File: src/rtl/wdt_guard_pkg.sv
package wdt_guard_pkg;

  localparam int SEQ_W = 8;
  localparam logic [SEQ_W-1:0] SEQ_RST = 8'h5A;

  typedef struct packed {
    logic nmi_sel;
    logic secure;
    logic wd_mode;
    logic run;
  } wdt_ctrl_t;

  localparam int CFG_W = $bits(wdt_ctrl_t);

  function automatic logic [SEQ_W-1:0] seq_step(input logic [SEQ_W-1:0] s);
    return {s[SEQ_W-2:0], s[7] ^ s[5] ^ s[4] ^ s[3]};
  endfunction

  function automatic logic [SEQ_W-1:0] seed_fix(input logic [SEQ_W-1:0] d);
    return (d == '0) ? {{(SEQ_W-1){1'b0}}, 1'b1} : d;
  endfunction

endpackage

File: src/rtl/wdt_cfg.sv
module wdt_cfg
  import wdt_guard_pkg::*;
#(
  parameter int CNT_W = 16
) (
  input  logic                 clk,
  input  logic                 rst_n,
  input  logic                 cfg_we,
  input  logic [CFG_W-1:0]     cfg_data,
  input  logic                 load_we,
  input  logic [CNT_W-1:0]     load_data,
  input  logic                 seed_we,
  output wdt_ctrl_t            ctrl,
  output logic [CNT_W-1:0]     load_val,
  output logic                 locked,
  output logic                 cfg_wr_ok,
  output logic                 seed_wr_ok
);

  assign locked     = ctrl.run & ctrl.wd_mode;
  assign cfg_wr_ok  = cfg_we & ~locked;
  assign seed_wr_ok = seed_we & ~locked;

  always_ff @(posedge clk or negedge rst_n) begin
    if (!rst_n) begin
      ctrl     <= '0;
      load_val <= '1;
    end else begin
      if (cfg_wr_ok)           ctrl     <= wdt_ctrl_t'(cfg_data);
      if (load_we && !locked)  load_val <= load_data;
    end
  end

  AST_LOCK_CTRL: assert property (@(posedge clk) disable iff (!rst_n)
    locked |=> locked && $stable(ctrl));
  AST_LOCK_LOAD: assert property (@(posedge clk) disable iff (!rst_n)
    locked |=> $stable(load_val));

endmodule

File: src/rtl/wdt_seq.sv
module wdt_seq
  import wdt_guard_pkg::*;
(
  input  logic             clk,
  input  logic             rst_n,
  input  logic             seed_wr,
  input  logic [SEQ_W-1:0] seed_data,
  input  logic [SEQ_W-1:0] clr_data,
  input  logic             advance,
  output logic             match
);

  logic [SEQ_W-1:0] expect_q;

  assign match = (clr_data == expect_q);

  always_ff @(posedge clk or negedge rst_n) begin
    if (!rst_n)       expect_q <= SEQ_RST;
    else if (seed_wr) expect_q <= seed_fix(seed_data);
    else if (advance) expect_q <= seq_step(expect_q);
  end

  AST_SEQ_HOLD: assert property (@(posedge clk) disable iff (!rst_n)
    !advance && !seed_wr |=> $stable(expect_q));
  AST_SEQ_NONZERO: assert property (@(posedge clk) disable iff (!rst_n)
    expect_q != '0);

endmodule

File: src/rtl/wdt_counter.sv
module wdt_counter #(
  parameter int CNT_W = 16
) (
  input  logic             clk,
  input  logic             rst_n,
  input  logic             run,
  input  logic             tick,
  input  logic             reload_req,
  input  logic [CNT_W-1:0] load_val,
  output logic [CNT_W-1:0] count,
  output logic             expire_evt
);

  assign expire_evt = run & tick & ~reload_req & (count == '0);

  always_ff @(posedge clk or negedge rst_n) begin
    if (!rst_n)                count <= '1;
    else if (reload_req)       count <= load_val;
    else if (expire_evt)       count <= load_val;
    else if (run && tick)      count <= count - 1'b1;
  end

  AST_TICK_DEC: assert property (@(posedge clk) disable iff (!rst_n)
    run && tick && !reload_req && count != '0 |=> count == $past(count) - 1'b1);
  AST_IDLE_HOLD: assert property (@(posedge clk) disable iff (!rst_n)
    !run && !reload_req |=> $stable(count));

endmodule

File: src/rtl/wdt_guard.sv
module wdt_guard
  import wdt_guard_pkg::*;
#(
  parameter int CNT_W = 16
) (
  input  logic             clk,
  input  logic             rst_n,
  input  logic             tick_i,
  input  logic             cfg_we,
  input  logic [CFG_W-1:0] cfg_data,
  input  logic             load_we,
  input  logic [CNT_W-1:0] load_data,
  input  logic             seed_we,
  input  logic [SEQ_W-1:0] seed_data,
  input  logic             clr_we,
  input  logic [SEQ_W-1:0] clr_data,
  output logic [CNT_W-1:0] count_o,
  output logic             rst_req_o,
  output logic             nmi_o,
  output logic             tmr_irq_o
);

  wdt_ctrl_t        ctrl;
  logic [CNT_W-1:0] load_val;
  logic             locked, cfg_wr_ok, seed_wr_ok;
  logic             match, armed, clr_ok, clr_bad;
  logic             expire_evt, timeout_any, reload_req;

  wdt_cfg #(.CNT_W(CNT_W)) i_cfg (
    .clk(clk), .rst_n(rst_n), .cfg_we(cfg_we), .cfg_data(cfg_data),
    .load_we(load_we), .load_data(load_data), .seed_we(seed_we),
    .ctrl(ctrl), .load_val(load_val), .locked(locked),
    .cfg_wr_ok(cfg_wr_ok), .seed_wr_ok(seed_wr_ok)
  );

  // secure checking is live only when the watchdog is armed
  assign armed   = ctrl.run & ctrl.wd_mode & ctrl.secure;
  assign clr_ok  = clr_we & ctrl.run & ~cfg_wr_ok & (~armed | match);
  assign clr_bad = clr_we & armed & ~match;

  wdt_seq i_seq (
    .clk(clk), .rst_n(rst_n), .seed_wr(seed_wr_ok), .seed_data(seed_data),
    .clr_data(clr_data), .advance(clr_ok & armed), .match(match)
  );

  assign reload_req = cfg_wr_ok | clr_ok | clr_bad;

  wdt_counter #(.CNT_W(CNT_W)) i_cnt (
    .clk(clk), .rst_n(rst_n), .run(ctrl.run), .tick(tick_i),
    .reload_req(reload_req), .load_val(load_val),
    .count(count_o), .expire_evt(expire_evt)
  );

  assign timeout_any = expire_evt | clr_bad;

  always_ff @(posedge clk or negedge rst_n) begin
    if (!rst_n) begin
      rst_req_o <= 1'b0;
      nmi_o     <= 1'b0;
      tmr_irq_o <= 1'b0;
    end else begin
      rst_req_o <= timeout_any & ctrl.wd_mode & ~ctrl.nmi_sel;
      tmr_irq_o <= timeout_any & ~ctrl.wd_mode;
      if (timeout_any && ctrl.wd_mode && ctrl.nmi_sel) nmi_o <= 1'b1;
      else if (clr_ok)                                 nmi_o <= 1'b0;
    end
  end

  AST_NMI_STICKY: assert property (@(posedge clk) disable iff (!rst_n)
    nmi_o && !clr_ok |=> nmi_o);
  AST_NMI_DROP: assert property (@(posedge clk) disable iff (!rst_n)
    clr_ok |=> !nmi_o);
  AST_ONE_ACTION: assert property (@(posedge clk) disable iff (!rst_n)
    $onehot0({rst_req_o, tmr_irq_o}));
  AST_BAD_CLEAR: assert property (@(posedge clk) disable iff (!rst_n)
    clr_bad && !ctrl.nmi_sel |=> rst_req_o);

endmodule

File: config.mk
export PLATFORM = sky130hd
export DESIGN_NAME = wdt_guard
export DESIGN_NICKNAME = d
export VERILOG_FILES = /design/src/rtl/wdt_guard_pkg.sv /design/src/rtl/wdt_cfg.sv /design/src/rtl/wdt_seq.sv /design/src/rtl/wdt_counter.sv /design/src/rtl/wdt_guard.sv
export SDC_FILE = /design/constraint.sdc
export NUM_CORES = 1
export LEC_CHECK = 0
export BUFFER_PORTS_ARGS = -buffer_cell sky130_fd_sc_hd__buf_2
export CAP_MARGIN = 30
export CORE_UTILIZATION = 50
export DETAILED_ROUTE_END_ITERATION = 10
export MAX_ROUTING_LAYER = met4
export PLACE_DENSITY = 0.75
export SYNTH_ARGS = -nofsm -noshare
export SYNTH_HDL_FRONTEND = slang
export SYNTH_SLANG_ARGS = --single-unit
File: constraint.sdc
create_clock -name clk -period 4.25 [get_ports clk]
set_input_delay 0.2125 -clock clk [delete_from_list [all_inputs] [get_ports clk]]
set_output_delay 0.2125 -clock clk [all_outputs]
set_load 0.02 [all_outputs]
==> summary.log <==
[synth] count of synthesis-stage warnings from yosys 0
[finish] count of non-filler cells in the finished layout 370
[cts] Resized cells post-CTS 0
[die] total die area 5390 um^2
[route] routed via count divided by cell count 5.51
[die] Die X 73.4 um
[synth] top cell type's share of synthesized area 0.371
[synth] number of nets in the synthesized netlist 289
[sta] worst clock skew 0.00505 ns
[finish] fillcell total 436
[critical_path] top cell family by delay on the critical path simple AND/OR/NAND/NOR gates
[power_and_ir_drop] power density over cell area 618 nW/um^2
[synth] cell area after synthesis 2550 um^2
[synth] top area cells in the synthesized netlist sky130_fd_sc_hd__dfstp_2 37%, sky130_fd_sc_hd__dfrtp_1 11%, sky130_fd_sc_hd__mux2_2 8.0%
[sta] Final TNS setup 0 ns
[critical_path] Worst Path Max Fanout 13
[cts] H-Tree Depth 2
[critical_path] Worst setup EP type register
[sta] PnR worst setup slack 1.96 ns
[cts] count of hold-fix buffers inserted at cts 1
[cts] clock tree from TritonCTS done
[route] number of routed nets with antenna violations 0
[place] Routability Congestion 0.823
[synth] synthesized flop and latch total 47
[finish] area growth from synthesis to layout 17.3%
[place] area post-placement 2900 um^2
[critical_path] Arrival @ worst endpoint 2.50 ns
[finish] share of final-layout standard cells stronger than drive strength 1 0.429
[cts] clock insertion delay at the later pin of the skew report 0.30 ns
[place] count of buffers inserted at the top-level ports 61
[outcome] outcome finished, final reports clean
[cts] number of sinks handled by clock tree synthesis 47
[route] average wire length per cell after detail routing 14.5 um
[grt] number of global-route vias before repair 1932
[synth] library cell with the largest summed area after synthesis sky130_fd_sc_hd__dfstp_2
[synth] sequential fraction of the synthesis area 0.479
[critical_path] worst path buffer plus inverter count 1
[cts] cell at the root of the clock tree sky130_fd_sc_hd__clkbuf_8
[sta] slew at the pin closest to its max-slew limit 0.826 ns
[flow_run] max-capacitance violation count 0
[place] total placed cells including tap cells 362
[die] die span in y 73.4 um
[sta] Final Hold Violating Endpoints 0
[sta] minimum clock period 2.29 ns
[synth] synthesized area divided by synthesized cell count 10.4 um^2
[critical_path] Register-to-Register Setup Slack 1.96 ns
[sta] final setup violation count 0
[grt] sum of overflow across all layers after global routing 0
[route] via total after detailed routing 2040
[synth] share of flip-flops with an asynchronous set or reset after synthesis 1.00
[cts] Max Buffers Root-to-Sink 2
[cts] number of clock buffers inserted by TritonCTS 5
[grt] Total GRT Usage 0.228
[synth] most used flip-flop cell after synthesis sky130_fd_sc_hd__dfstp_2
[power_and_ir_drop] total chip power 0.00185 W
[die] starting density of the core 0.529
[route] total wire length after detailed routing 5370 um
[critical_path] critical path start-end classification reg -> reg
[die] Core Box Area 4820 um^2
[sta] Pins Over Slew Limit 0
[route] count of routing violations after the opening detailed-route iteration 195
[critical_path] Setup crit start kind register
[route] number of search-and-repair iterations in the first detailed-routing pass 4
[finish] number of nets in the layout 347
[critical_path] Slowest Stage Delay on Critical Path 0.50 ns
[cts] post-CTS setup buffers 0
[grt] first-pass GRT wire length 9000 um
[finish] Ant. Diodes 0
[sta] Slew HR 0.449
[power_and_ir_drop] Static Leakage 1.24 nW
[place] sum of net half-perimeters after detailed placement 3970 um
[power_and_ir_drop] peak supply drop 294 uV
[synth] synthesized netlist cell count 245
[synth] Post-synth EDFFs 0
[synth] distinct cell type count after synthesis 49
[sta] unrepaired setup endpoints after global routing false
[hold_path] class of the tightest hold or removal check in -> reg
[cts] clock slew seen by the registers of the worst setup and hold paths 0.08 ns
[sta] share of the clock period used by the worst path 0.540
[critical_path] Req. time, crit path 4.45 ns
[sta] f_max 436 MHz
[finish] post-route design area 2990 um^2
[die] site row count 25
[critical_path] Critical Path, Cell by Cell inv_1 > ha_1 > nor3b_1 > nand2_2 > o21ai_2 > nor3_1 > nor4_1
[grt] initial antenna violation count 0
[die] count of pins on the block boundary 62
[place] worst slack after detailed placement 1.96 ns
[route] number of remaining DRC errors 0
[critical_path] worst-path cell with the longest stage delay sky130_fd_sc_hd__nor3b_1
[grt] pin count of the biggest net entering global routing 27
[cells in the mapped netlist (2+ instances only)]
| library cell | count |
|---|---|
| sky130_fd_sc_hd__o221ai_1 | 2 |
| sky130_fd_sc_hd__o21a_1 | 2 |
| sky130_fd_sc_hd__nand4_1 | 3 |
| sky130_fd_sc_hd__o21ai_0 | 13 |
| sky130_fd_sc_hd__o22ai_1 | 2 |
| sky130_fd_sc_hd__and4_1 | 2 |
| sky130_fd_sc_hd__xor2_1 | 9 |
| sky130_fd_sc_hd__clkbuf_1 | 5 |
| sky130_fd_sc_hd__inv_1 | 8 |
| sky130_fd_sc_hd__nand2b_1 | 2 |
| sky130_fd_sc_hd__nand3_1 | 7 |
| sky130_fd_sc_hd__mux2_2 | 18 |
| sky130_fd_sc_hd__dfstp_2 | 36 |
| sky130_fd_sc_hd__nor3b_1 | 2 |
| sky130_fd_sc_hd__a22o_1 | 2 |
| sky130_fd_sc_hd__nor2_1 | 15 |
| sky130_fd_sc_hd__and2_1 | 4 |
| sky130_fd_sc_hd__o311ai_0 | 3 |
| sky130_fd_sc_hd__mux2i_1 | 12 |
| sky130_fd_sc_hd__dfrtp_1 | 11 |
| sky130_fd_sc_hd__buf_2 | 7 |
| sky130_fd_sc_hd__xnor2_1 | 2 |
| sky130_fd_sc_hd__a21oi_1 | 17 |
| sky130_fd_sc_hd__nor4_1 | 5 |
| sky130_fd_sc_hd__a41oi_1 | 2 |
| sky130_fd_sc_hd__nor3_1 | 7 |
| sky130_fd_sc_hd__a22oi_1 | 4 |
| sky130_fd_sc_hd__nand2_1 | 22 |
[state kept, by name, indices dropped and copies added, names as in the netlist]
| name | count |
|---|---|
| i_cfg.ctrl | 4 |
| tmr_irq_o | 1 |
| i_cnt.count | 16 |
| rst_req_o | 1 |
| i_cfg.load_val | 16 |
| i_seq.expect_q | 8 |
| nmi_o | 1 |
[final timing paths]
check                                     from                 to  cells past startpoint
worst max-delay path            i_cnt.count[0]    i_cnt.count[15]                      7
min in group asynchronous                rst_n          tmr_irq_o                      2
worst max register to register  i_cnt.count[0]    i_cnt.count[15]                      7
worst min-delay path              load_data[8]  i_cfg.load_val[8]                      2
worst min register to register   i_cfg.ctrl[3]          rst_req_o                      1
max in group asynchronous                rst_n     i_cnt.count[2]                      3
[where the power goes]
group / switching, W / internal (W)
combinational: 0.000386 / 0.000302
sequential: 0.000186 / 0.000724
clock: 0.000136 / 0.000113
[cells in the final DEF (no fill, tap or decap), drive strengths merged, types with 5 or more instances in the layout]
cell type  synthesis  routed
a21oi             17      17
and2               5       5
buf                7      62
clkbuf             5       7
dfrtp             11      11
dfstp             36      36
inv                8       8
mux2              19      19
mux2i             12      12
nand2             23      23
nand3              8       8
nor2              15      15
nor3               7       7
nor4               6       6
o21ai             14      14
xor2               9       9
[metrics by stage]
step / utilization / hold WS (ns)
final: 0.621 / 0.141
after global routing: 0.621 / 0.133
after CTS: 0.621 / 0.134
after detailed placement: 0.603 / 0.202
after global placement: 0.599 / 0.439
after floorplan: - / -0.0831
[routing by layer]
metal  track usage  share of wire
met1         0.294           0.48
met5             -              0
met3        0.0549          0.042
met2         0.356           0.47
met4        0.0705          0.011
[cell type report]
cell class	count	area (um^2)	area share
repair buffers	63	335	0.112
clock buffers	7	76.3	0.0255
well taps	67	83.8	0.0280
multi-input cells	178	1240	0.416
flip-flops and latches	47	1220	0.408
inverters	8	30.0	0.0100
[cell families after synthesis]
family | count (synthesis) | synth area share
AOI/OAI and AO/OA | 56 | 0.145
muxes | 31 | 0.133
buffers and inverters | 20 | 0.0329
adders and majority gates | 1 | 0.00491
xor gates and xnor gates | 11 | 0.0378
DFF | 47 | 0.479
and+or+nand+nor | 79 | 0.168
No activity file was read; power rests on OpenSTA's default activity.
